--- src/rtl/dlf_pkg.sv ---
package dlf_pkg;

    localparam int unsigned WORD_W       = 32;
    localparam int unsigned IDX_W        = 3;
    localparam int unsigned RD_WORDS     = 5;   // words loaded into registers
    localparam int unsigned CTL_HI_IDX   = 4;
    localparam int unsigned SRC_STAT_IDX = 5;
    localparam int unsigned DST_STAT_IDX = 6;
    localparam int unsigned DST_CHAIN_BIT = 27;
    localparam int unsigned SRC_CHAIN_BIT = 28;
    localparam int unsigned DONE_BIT      = 12;

    typedef enum logic [1:0] {
        ST_IDLE,
        ST_FETCH,
        ST_HOLD,
        ST_WBACK
    } fsm_e;

    typedef struct packed {
        logic [WORD_W-1:0] src;
        logic [WORD_W-1:0] dst;
        logic [WORD_W-1:0] nxt;
        logic [WORD_W-1:0] ctl_lo;
        logic [WORD_W-1:0] ctl_hi;
    } desc_t;

    function automatic logic [WORD_W-1:0] ptr_base(input logic [WORD_W-1:0] p);
        return {p[WORD_W-1:2], 2'b00};
    endfunction

    function automatic logic [1:0] ptr_master(input logic [WORD_W-1:0] p);
        return p[1:0];
    endfunction

    function automatic logic ptr_is_null(input logic [WORD_W-1:0] p);
        return (p[WORD_W-1:2] == '0);
    endfunction

    function automatic logic chain_on(input logic [WORD_W-1:0] lo);
        return lo[DST_CHAIN_BIT] | lo[SRC_CHAIN_BIT];
    endfunction

    function automatic logic [WORD_W-1:0] mark_done(input logic [WORD_W-1:0] hi);
        logic [WORD_W-1:0] r;
        r = hi;
        r[DONE_BIT] = 1'b1;
        return r;
    endfunction

endpackage

--- src/rtl/dlf_desc_regs.sv ---
module dlf_desc_regs
    import dlf_pkg::*;
(
    input  logic              clk,
    input  logic              rst,
    input  logic              cap_en_i,
    input  logic [IDX_W-1:0]  cap_idx_i,
    input  logic [WORD_W-1:0] cap_data_i,
    output desc_t             desc_o
);

    for (genvar g = 0; g < RD_WORDS; g++) begin : g_slot
        logic [WORD_W-1:0] q;
        always_ff @(posedge clk) begin
            if (rst) begin
                q <= '0;
            end else if (cap_en_i && (cap_idx_i == IDX_W'(g))) begin
                q <= cap_data_i;
            end
        end
    end

    assign desc_o.src    = g_slot[0].q;
    assign desc_o.dst    = g_slot[1].q;
    assign desc_o.nxt    = g_slot[2].q;
    assign desc_o.ctl_lo = g_slot[3].q;
    assign desc_o.ctl_hi = g_slot[4].q;

    // only register-backed word positions are ever captured
    a_r3_capture_in_range: assert property (@(posedge clk) disable iff (rst)
        cap_en_i |-> (cap_idx_i < IDX_W'(RD_WORDS)));

endmodule

--- src/rtl/dlf_ctrl.sv ---
module dlf_ctrl
    import dlf_pkg::*;
#(
    parameter bit WB_STATUS = 1'b0
)(
    input  logic              clk,
    input  logic              rst,
    input  logic              start_i,
    input  logic [WORD_W-1:0] start_ptr_i,
    input  logic              blk_done_i,
    input  logic              chain_en_i,
    input  logic [WORD_W-1:0] nxt_ptr_i,
    input  logic [WORD_W-1:0] ctl_hi_i,
    input  logic [WORD_W-1:0] src_stat_i,
    input  logic [WORD_W-1:0] dst_stat_i,
    output logic              mem_req_o,
    output logic              mem_we_o,
    output logic [WORD_W-1:0] mem_addr_o,
    output logic [1:0]        mem_master_o,
    output logic [WORD_W-1:0] mem_wdata_o,
    input  logic              mem_ack_i,
    output logic              cap_en_o,
    output logic [IDX_W-1:0]  cap_idx_o,
    output logic              load_valid_o,
    output logic              chain_done_o
);

    localparam logic [IDX_W-1:0] RD_LAST  = IDX_W'(RD_WORDS - 1);
    localparam logic [IDX_W-1:0] WB_FIRST = IDX_W'(CTL_HI_IDX);
    localparam logic [IDX_W-1:0] WB_LAST  = WB_STATUS ? IDX_W'(DST_STAT_IDX)
                                                      : IDX_W'(CTL_HI_IDX);
    localparam logic [IDX_W-1:0] SRC_ST   = IDX_W'(SRC_STAT_IDX);
    localparam logic [IDX_W-1:0] DST_ST   = IDX_W'(DST_STAT_IDX);

    fsm_e              state_q;
    logic [WORD_W-1:0] base_q;
    logic [1:0]        mst_q;
    logic [IDX_W-1:0]  idx_q;
    logic              lv_q;
    logic              done_q;
    logic              follow_w;

    assign follow_w = chain_en_i && !ptr_is_null(nxt_ptr_i);

    always_ff @(posedge clk) begin
        if (rst) begin
            state_q <= ST_IDLE;
            base_q  <= '0;
            mst_q   <= '0;
            idx_q   <= '0;
            lv_q    <= 1'b0;
            done_q  <= 1'b0;
        end else begin
            lv_q <= 1'b0;
            unique case (state_q)
                ST_IDLE: begin
                    if (start_i) begin
                        if (ptr_is_null(start_ptr_i)) begin
                            done_q <= 1'b1;
                        end else begin
                            done_q  <= 1'b0;
                            base_q  <= ptr_base(start_ptr_i);
                            mst_q   <= ptr_master(start_ptr_i);
                            idx_q   <= '0;
                            state_q <= ST_FETCH;
                        end
                    end
                end
                ST_FETCH: begin
                    if (mem_ack_i) begin
                        if (idx_q == RD_LAST) begin
                            lv_q    <= 1'b1;
                            state_q <= ST_HOLD;
                        end else begin
                            idx_q <= idx_q + 1'b1;
                        end
                    end
                end
                ST_HOLD: begin
                    if (blk_done_i) begin
                        idx_q   <= WB_FIRST;
                        state_q <= ST_WBACK;
                    end
                end
                ST_WBACK: begin
                    if (mem_ack_i) begin
                        if (idx_q == WB_LAST) begin
                            if (follow_w) begin
                                base_q  <= ptr_base(nxt_ptr_i);
                                mst_q   <= ptr_master(nxt_ptr_i);
                                idx_q   <= '0;
                                state_q <= ST_FETCH;
                            end else begin
                                done_q  <= 1'b1;
                                state_q <= ST_IDLE;
                            end
                        end else begin
                            idx_q <= idx_q + 1'b1;
                        end
                    end
                end
                default: state_q <= ST_IDLE;
            endcase
        end
    end

    always_comb begin
        unique case (idx_q)
            SRC_ST:  mem_wdata_o = src_stat_i;
            DST_ST:  mem_wdata_o = dst_stat_i;
            default: mem_wdata_o = mark_done(ctl_hi_i);
        endcase
    end

    assign mem_req_o    = (state_q == ST_FETCH) || (state_q == ST_WBACK);
    assign mem_we_o     = (state_q == ST_WBACK);
    assign mem_addr_o   = base_q + {{(WORD_W-IDX_W-2){1'b0}}, idx_q, 2'b00};
    assign mem_master_o = mst_q;
    assign cap_en_o     = (state_q == ST_FETCH) && mem_ack_i;
    assign cap_idx_o    = idx_q;
    assign load_valid_o = lv_q;
    assign chain_done_o = done_q;

    // load indication is a single-cycle pulse
    a_r3_load_pulse: assert property (@(posedge clk) disable iff (rst)
        load_valid_o |=> !load_valid_o);

    // an unanswered request holds its address, direction and data
    a_r10_req_hold: assert property (@(posedge clk) disable iff (rst)
        (mem_req_o && !mem_ack_i) |=> (mem_req_o && $stable(mem_addr_o)
                                       && $stable(mem_we_o) && $stable(mem_wdata_o)));

    // a finished chain issues no traffic
    a_r6_done_quiet: assert property (@(posedge clk) disable iff (rst)
        chain_done_o |-> !mem_req_o);

    // a start during an active chain leaves the fetch base alone
    a_r8_start_ignored: assert property (@(posedge clk) disable iff (rst)
        ((state_q != ST_IDLE) && start_i && !((state_q == ST_WBACK) && mem_ack_i))
        |=> $stable(base_q));

    // completion strobe during a read never produces a write next
    a_r11_done_during_read: assert property (@(posedge clk) disable iff (rst)
        (mem_req_o && !mem_we_o && blk_done_i) |=> !mem_we_o);

endmodule

--- src/rtl/dlf_fetcher.sv ---
module dlf_fetcher
    import dlf_pkg::*;
#(
    parameter bit WB_STATUS = 1'b0
)(
    input  logic        clk,
    input  logic        rst,
    input  logic        start_i,
    input  logic [31:0] start_ptr_i,
    input  logic        blk_done_i,
    input  logic [31:0] src_stat_i,
    input  logic [31:0] dst_stat_i,
    output logic        mem_req_o,
    output logic        mem_we_o,
    output logic [31:0] mem_addr_o,
    output logic [1:0]  mem_master_o,
    output logic [31:0] mem_wdata_o,
    input  logic        mem_ack_i,
    input  logic [31:0] mem_rdata_i,
    output logic [31:0] src_addr_o,
    output logic [31:0] dst_addr_o,
    output logic [31:0] next_ptr_o,
    output logic [31:0] ctl_lo_o,
    output logic [31:0] ctl_hi_o,
    output logic        load_valid_o,
    output logic        chain_done_o
);

    desc_t             desc_w;
    logic              cap_en_w;
    logic [IDX_W-1:0]  cap_idx_w;

    dlf_ctrl #(.WB_STATUS(WB_STATUS)) u_ctrl (
        .clk          (clk),
        .rst          (rst),
        .start_i      (start_i),
        .start_ptr_i  (start_ptr_i),
        .blk_done_i   (blk_done_i),
        .chain_en_i   (chain_on(desc_w.ctl_lo)),
        .nxt_ptr_i    (desc_w.nxt),
        .ctl_hi_i     (desc_w.ctl_hi),
        .src_stat_i   (src_stat_i),
        .dst_stat_i   (dst_stat_i),
        .mem_req_o    (mem_req_o),
        .mem_we_o     (mem_we_o),
        .mem_addr_o   (mem_addr_o),
        .mem_master_o (mem_master_o),
        .mem_wdata_o  (mem_wdata_o),
        .mem_ack_i    (mem_ack_i),
        .cap_en_o     (cap_en_w),
        .cap_idx_o    (cap_idx_w),
        .load_valid_o (load_valid_o),
        .chain_done_o (chain_done_o)
    );

    dlf_desc_regs u_regs (
        .clk        (clk),
        .rst        (rst),
        .cap_en_i   (cap_en_w),
        .cap_idx_i  (cap_idx_w),
        .cap_data_i (mem_rdata_i),
        .desc_o     (desc_w)
    );

    assign src_addr_o = desc_w.src;
    assign dst_addr_o = desc_w.dst;
    assign next_ptr_o = desc_w.nxt;
    assign ctl_lo_o   = desc_w.ctl_lo;
    assign ctl_hi_o   = desc_w.ctl_hi;

endmodule

--- config.mk ---
export PLATFORM = sky130hd
export DESIGN_NAME = dlf_fetcher
export DESIGN_NICKNAME = d
export VERILOG_FILES = /design/src/rtl/dlf_pkg.sv /design/src/rtl/dlf_desc_regs.sv /design/src/rtl/dlf_ctrl.sv /design/src/rtl/dlf_fetcher.sv
export SDC_FILE = /design/constraint.sdc
export NUM_CORES = 1
export LEC_CHECK = 0
export CORE_ASPECT_RATIO = 0.9
export CORE_MARGIN = 4
export CORE_UTILIZATION = 44
export DETAILED_ROUTE_END_ITERATION = 16
export GPL_TIMING_DRIVEN = 0
export PLACE_DENSITY = 0.81
export SLEW_MARGIN = 0
export SYNTH_ARGS = -nofsm -noshare
export SYNTH_HDL_FRONTEND = slang
export SYNTH_SLANG_ARGS = --single-unit
--- constraint.sdc ---
create_clock -name clk -period 3 [get_ports clk]
set_input_delay 0.9 -clock clk [delete_from_list [all_inputs] [get_ports clk]]
set_output_delay 0.9 -clock clk [all_outputs]
set_load 0.02 [all_outputs]
### After elaboration in Yosys (flattened, before gate mapping)

Index checks and enable logic that the tools add are counted.

| word-level totals | value |
|---|---|
| register bits | 201 |
| input bits | 133 |
| output and inout bits | 230 |
| word-level logic and storage cells | 93 |

| operators by class | value |
|---|---|
| add/subtract/negate cells | 2 |
| eq/ne operators | 20 |
| mux-type cells | 38 |
| bitwise logic cells | 3 |
| reduce and logical (&&, ||, !) cells | 19 |

Operator list:

| operator | count |
|---|---|
| 32-bit 2-to-1 mux | 5 |
| 32-bit one-hot mux with 2 select lines | 2 |
| 30-bit zero test | 2 |
| 32-bit by 5-bit adder with 32-bit output | 1 |
| 2-bit 2-to-1 mux | 12 |
| 3-bit 2-to-1 mux | 8 |
| 7-bit AND reduction | 2 |
| 2-bit != test (second input constant) | 6 |
| 3-bit one-hot mux with 4 select lines | 1 |
| 3-bit equality test (second input constant) | 3 |
| 2-bit by 1-bit != test with 1-bit output (second input constant) | 4 |
| 2-bit one-hot mux with 4 select lines | 1 |
| 1-bit logical AND | 7 |
| 1-bit 2-to-1 mux | 7 |
| 3-bit by 2-bit equality test with 1-bit output (second input constant) | 2 |
| 6-bit AND reduction | 1 |
| 5-bit AND reduction | 1 |
| 2-bit equality test (second input constant) | 2 |
| 2-bit one-hot mux with 2 select lines | 1 |
| 3-bit by 1-bit adder with 3-bit output (second input constant) | 1 |
| 3-bit by 1-bit equality test with 1-bit output (second input constant) | 1 |
| 3-bit zero test | 1 |
| 3-bit by 2-bit != test with 1-bit output (second input constant) | 1 |
| 3-bit OR reduction | 1 |
| 8 further kinds | 9 |

### Depth between registers and ports, before layout

| depth | value |
|---|---|
| word-level depth | 7 |
| depth in mapped cells | 9 |

### Cells and area by module

From an unflattened synthesis, not the netlist that was laid out.

| second synthesis, totals | value |
|---|---|
| cells, all modules | 985 |
| area, all modules | 9676.8 µm² |

By module, submodules not included:

| module | times used | cells an instance | area each (µm²) | sequential area each (µm²) |
|---|---|---|---|---|
| dlf_desc_regs | 1 | 558 | 6291.0 | 3203.1 |
| dlf_ctrl | 1 | 426 | 3379.5 | 780.7 |
| dlf_fetcher | 1 | 1 | 6.3 | 0.0 |

### Least setup slack after synthesis

Ideal clock, no wire load.

| path | value |
|---|---|
| path kind | register to output |
| start | register u_ctrl.idx_q[0] (netlist: u_ctrl.cap_idx_o[0]) |
| end | output port mem_addr_o[22] |
| arrival time | 2.091 ns |
| path slack | 0.009 ns |
| stages on the path, launching flop included | 9 |
| buffers on the path | 0 |
| cell sequence | dfxtp_1 ha_1 inv_1 fa_1 nor2b_1 o21ai_0 nor3_2 nand3_1 xnor2_1 |

| on the way | value |
|---|---|
| longest elaborated chain between the ends | 1 |

RTL lines:

| what | line | source |
|---|---|---|
| from (decl) | dlf_ctrl.sv:38 | `logic [IDX_W-1:0] idx_q;` |
| from (signal assigned) | dlf_ctrl.sv:75 | `idx_q <= idx_q + 1'b1;` |
| from (signal assigned) | dlf_ctrl.sv:98 | `idx_q <= idx_q + 1'b1;` |
| 32-bit by 5-bit adder with 32-bit output | dlf_ctrl.sv:117 | `assign mem_addr_o = base_q + {{(WORD_W-IDX_W-2){1'b0}}, idx_q, 2'b00};` |
| to (decl) | dlf_fetcher.sv:15 | `output logic [31:0] mem_addr_o,` |

No other way between the ends.

### Worst setup path after layout

| path | value |
|---|---|
| start | register u_ctrl.idx_q[0] (netlist: u_ctrl.cap_idx_o[0]) |
| end | output port mem_addr_o[16] |

Same word-level chain as after synthesis.

==> metrics.txt <==
# TYPE chip_impl_metric gauge
chip_impl_info{name="synth.area.top_cells",value="dfxtp_1, nand2_1, a21oi_1"} 1
chip_impl_metric{name="pwr-share-clk",unit="%"} 23.2
chip_impl_metric{name="cp_max_fo",unit=""} 4
chip_impl_metric{name="finalWorstPathRequiredPeriod",unit="ps"} 3350
chip_impl_metric{name="tot_gr_track_use",unit="%"} 29.9
chip_impl_metric{name="clk-insertion-delay-late",unit="ps"} 440
chip_impl_metric{name="portion_of_the_post_synthesis_area_used_by_sequential_elements",unit="%"} 42.7
chip_impl_metric{name="ys.warnings.count",unit=""} 0
chip_impl_metric{name="ys_seq_elements",unit=""} 199
chip_impl_metric{name="final.setup_skew",unit="ps"} 12.6
chip_impl_metric{name="die-area",unit="mm2"} 0.0236
chip_impl_metric{name="die_y",unit="um"} 146
chip_impl_metric{name="first_global_vias",unit=""} 9837
chip_impl_metric{name="number_of_cells_on_the_worst_hold_path",unit=""} 2
chip_impl_metric{name="setup_tns",unit="ps"} -4350
chip_impl_metric{name="grt_first_pass_wirelength",unit="um"} 56100
chip_impl_metric{name="die_span_x",unit="um"} 161
chip_impl_metric{name="syn-instance-count",unit=""} 1206
chip_impl_metric{name="routedWlPerCell",unit="um"} 19.9
chip_impl_metric{name="finalWorstSetupSlack",unit="ps"} -345
chip_impl_metric{name="number_of_enable_type_register_cells_in_the_synthesized_netlist",unit=""} 0
chip_impl_info{name="holdCritPathClass",value="flop to flop"} 1
chip_impl_metric{name="r2r.worst_path.cells",unit=""} 9
chip_impl_metric{name="path_clk_slew",unit="ps"} 70
chip_impl_metric{name="power.internal",unit="uW"} 5770
chip_impl_metric{name="finalHoldViolCount",unit=""} 0
chip_impl_metric{name="finalHoldWorstSlack",unit="ps"} 455
chip_impl_metric{name="number_of_antenna_violating_nets_in_the_routed_design",unit=""} 0
chip_impl_metric{name="flow.area_growth_from_synthesis",unit="%"} 55.4
chip_impl_metric{name="postRouteWirelength",unit="um"} 38100
chip_impl_metric{name="post_synth.cell_area_avg",unit="um2"} 7.73
chip_impl_metric{name="syn-cell-area",unit="mm2"} 0.00933
chip_impl_metric{name="finish.net_count",unit=""} 1762
chip_impl_info{name="netlist.top_cell.by_area",value="dfxtp_1"} 1
chip_impl_metric{name="async_reset_ff_share",unit="%"} 0
chip_impl_metric{name="post-layout-total-power",unit="uW"} 9400
chip_impl_metric{name="slew_viol_final",unit=""} 0
chip_impl_info{name="timing.setup.critical_path_class",value="flop to output port"} 1
chip_impl_metric{name="placed_cell_area",unit="mm2"} 0.0133
chip_impl_metric{name="synth.distinct_cells",unit=""} 47
chip_impl_metric{name="insertedDiodeCount",unit=""} 0
chip_impl_metric{name="numCtsBuffers",unit=""} 17
chip_impl_metric{name="worst_ep_required_time",unit="ps"} 2100
chip_impl_metric{name="total_area_of_multi_input_combinational_cells",unit="mm2"} 0.00521
chip_impl_metric{name="initial_core_util",unit="%"} 44.8
chip_impl_metric{name="synth_top_area_share",unit="%"} 42.7
chip_impl_metric{name="drive_above_1_share",unit="%"} 16.8
chip_impl_metric{name="total_leakage_power",unit="uW"} 0.00515
chip_impl_metric{name="dpl_worst_slack",unit="ps"} -708
chip_impl_metric{name="reg2reg_setup_slack",unit="ps"} 310
chip_impl_metric{name="io_pins",unit=""} 363
chip_impl_metric{name="total_number_of_vias",unit=""} 10621
chip_impl_metric{name="drt_first_iter_violations",unit=""} 918
chip_impl_metric{name="setup_viol",unit=""} 22
chip_impl_metric{name="max_cap_violations",unit=""} 0
chip_impl_info{name="most-common-layout-cells",value="nand2_1, clkdlybuf4s50_1, dfxtp_1"} 1
chip_impl_info{name="synth-main-ff-cell",value="dfxtp_1"} 1
chip_impl_metric{name="dpl.hpwl",unit="um"} 28300
chip_impl_metric{name="layout.filler_cells",unit=""} 1696
chip_impl_info{name="layout.cells.most_common",value="nand2_1"} 1
chip_impl_metric{name="swShare",unit="%"} 38.6
chip_impl_metric{name="normalized_max_slew_margin",unit="%"} 49.0
chip_impl_metric{name="grt_max_degree",unit=""} 18
chip_impl_metric{name="drt-vias-per-instance",unit=""} 5.55
chip_impl_info{name="cp-end-kind",value="output port"} 1
chip_impl_metric{name="pwr-share-seq",unit="%"} 36.1
chip_impl_metric{name="seqCellArea",unit="mm2"} 0.00402
chip_impl_metric{name="tightest_slew",unit="ps"} 763
chip_impl_info{name="cts_root_buffer",value="clkbuf_16"} 1
chip_impl_metric{name="antenna_found_initial",unit=""} 0
chip_impl_info{name="critPathLaunchType",value="flop"} 1
chip_impl_metric{name="clock_path_buffers",unit=""} 2
chip_impl_metric{name="cellPowerDensity",unit="mW/mm2"} 648
chip_impl_metric{name="routabilityCongestion",unit=""} 0.946
chip_impl_metric{name="finish.instance_area",unit="mm2"} 0.0145
chip_impl_metric{name="final.period_utilization",unit="%"} 112
chip_impl_metric{name="drc_errors",unit=""} 0
chip_impl_metric{name="overflow",unit=""} 0
chip_impl_metric{name="combPwrFrac",unit="%"} 40.7
chip_impl_metric{name="htreeDepth",unit=""} 4
chip_impl_info{name="outcome",value="finished with violations"} 1
chip_impl_metric{name="fp.coreArea",unit="mm2"} 0.0208
chip_impl_metric{name="critical_path_arrival",unit="ps"} 2450
chip_impl_metric{name="clock_sinks",unit=""} 199
chip_impl_metric{name="power.switching",unit="uW"} 3620
chip_impl_info{name="failed_checks",value="setup timing"} 1
chip_impl_metric{name="buffer_ports.inserted",unit=""} 359
chip_impl_info{name="tritoncts",value="built"} 1
chip_impl_info{name="rsz0062_at_grt",value="yes"} 1
chip_impl_metric{name="row_count",unit=""} 50
chip_impl_metric{name="achievable-frequency",unit="MHz"} 299
chip_impl_metric{name="drt-pass1-iter-count",unit=""} 5
chip_impl_metric{name="worst_case_vdd_ir_drop",unit="V"} 0.000409
## routing by layer
metal | GRT usage, % | share of wire (%) | vias to the layer above
li1 | - | - | 4869
met1 | 39.1 | 41 | 5143
met2 | 48.8 | 47 | 528
met3 | 9.06 | 10 | 81
met4 | 6.70 | 2.0 | 0
met5 | 0 | 0 | -
## path summary, 6_finish.rpt
path                                       start                                  end
max             u_ctrl.cap_idx_o[0]$_SDFFE_PP0P_                       mem_addr_o[16]
min          u_regs.g_slot[3].q[22]$_SDFFE_PP0P_  u_regs.g_slot[3].q[22]$_SDFFE_PP0P_
max reg2reg     u_ctrl.cap_idx_o[0]$_SDFFE_PP0P_        u_ctrl.base_q[3]$_SDFFE_PP0P_
min reg2reg  u_regs.g_slot[3].q[22]$_SDFFE_PP0P_  u_regs.g_slot[3].q[22]$_SDFFE_PP0P_
## Yosys cell counts (6+ instances only)
master / instances
a211oi_1: 35
a211oi_2: 31
a21oi_1: 165
a22oi_1: 32
and2_1: 6
buf_2: 7
clkbuf_1: 73
dfxtp_1: 199
ha_1: 12
inv_1: 43
mux2i_1: 34
nand2_1: 430
nand3_1: 13
nand4_1: 7
nor2_1: 22
nor3_1: 7
nor4_1: 15
o21ai_0: 7
xnor2_1: 28
## worst max-delay path, cell delays in order (launching register included)
cell and delay, ps:
dfxtp_4 370, ha_4 130, inv_2 40, fa_2 390, nor2b_4 180, o21ai_4 110
nor3_2 240, nand4_1 190, xnor2_2 190, buf_4 170
## power groups by stage
stage / sequential (uW) / clock, uW / combinational, uW
2_1_floorplan: 3380 / 0 / 2150
6_report: 3390 / 2180 / 3830
5_1_grt: 3420 / 2290 / 4070
3_5_place_dp: 3330 / 0 / 3640
3_3_place_gp: 3320 / 0 / 3570
4_1_cts: 3320 / 2180 / 3640
## state kept, by name (all words and copies together), names as in the netlist
| signal | count |
|---|---|
| u_ctrl.base_q | 30 |
| u_ctrl.cap_idx_o | 3 |
| u_ctrl.state_q | 2 |
| u_ctrl.chain_done_o | 1 |
| u_ctrl.mem_master_o | 2 |
| u_ctrl.load_valid_o | 1 |
| u_regs.g_slot.q | 160 |
## area by class of cell
class	instances	share of cell area, %
buffer	86	3.21
sequential	199	27.7
clock inverter	11	0.630
tap	286	2.47
multi-input combinational	876	36.0
inverter	43	1.15
timing repair buffer	393	25.7
clock buffer	21	3.11
## cell families after synthesis
logic type / count (synthesis) / share of synthesized area [%]
fa+ha+maj: 13 / 1.82
flops: 199 / 42.7
mux: 34 / 3.65
other cells: 1 / 0.0402
buf+inv: 132 / 6.25
compound gates: 281 / 20.0
simple gates: 518 / 22.9
xor+xnor: 28 / 2.63
## what timing repair did
action                                 4_1_cts  5_1_grt
buffers inserted                            16       18
gates cloned                                 2        0
pin swaps                                   19       27
hold buffers                                 0        0
endpoints found under the hold margin        0        0
gates resized for setup                    373       78
setup endpoints to repair                   62       81
## metrics by stage
step	instances	utilization, %
2_1_floorplan	1207	-
3_3_place_gp	1852	63.7
3_5_place_dp	1852	63.7
4_1_cts	1899	67.8
5_1_grt	1915	69.6
6_report	1915	69.6
No activity file was read; power rests on OpenSTA's default activity.
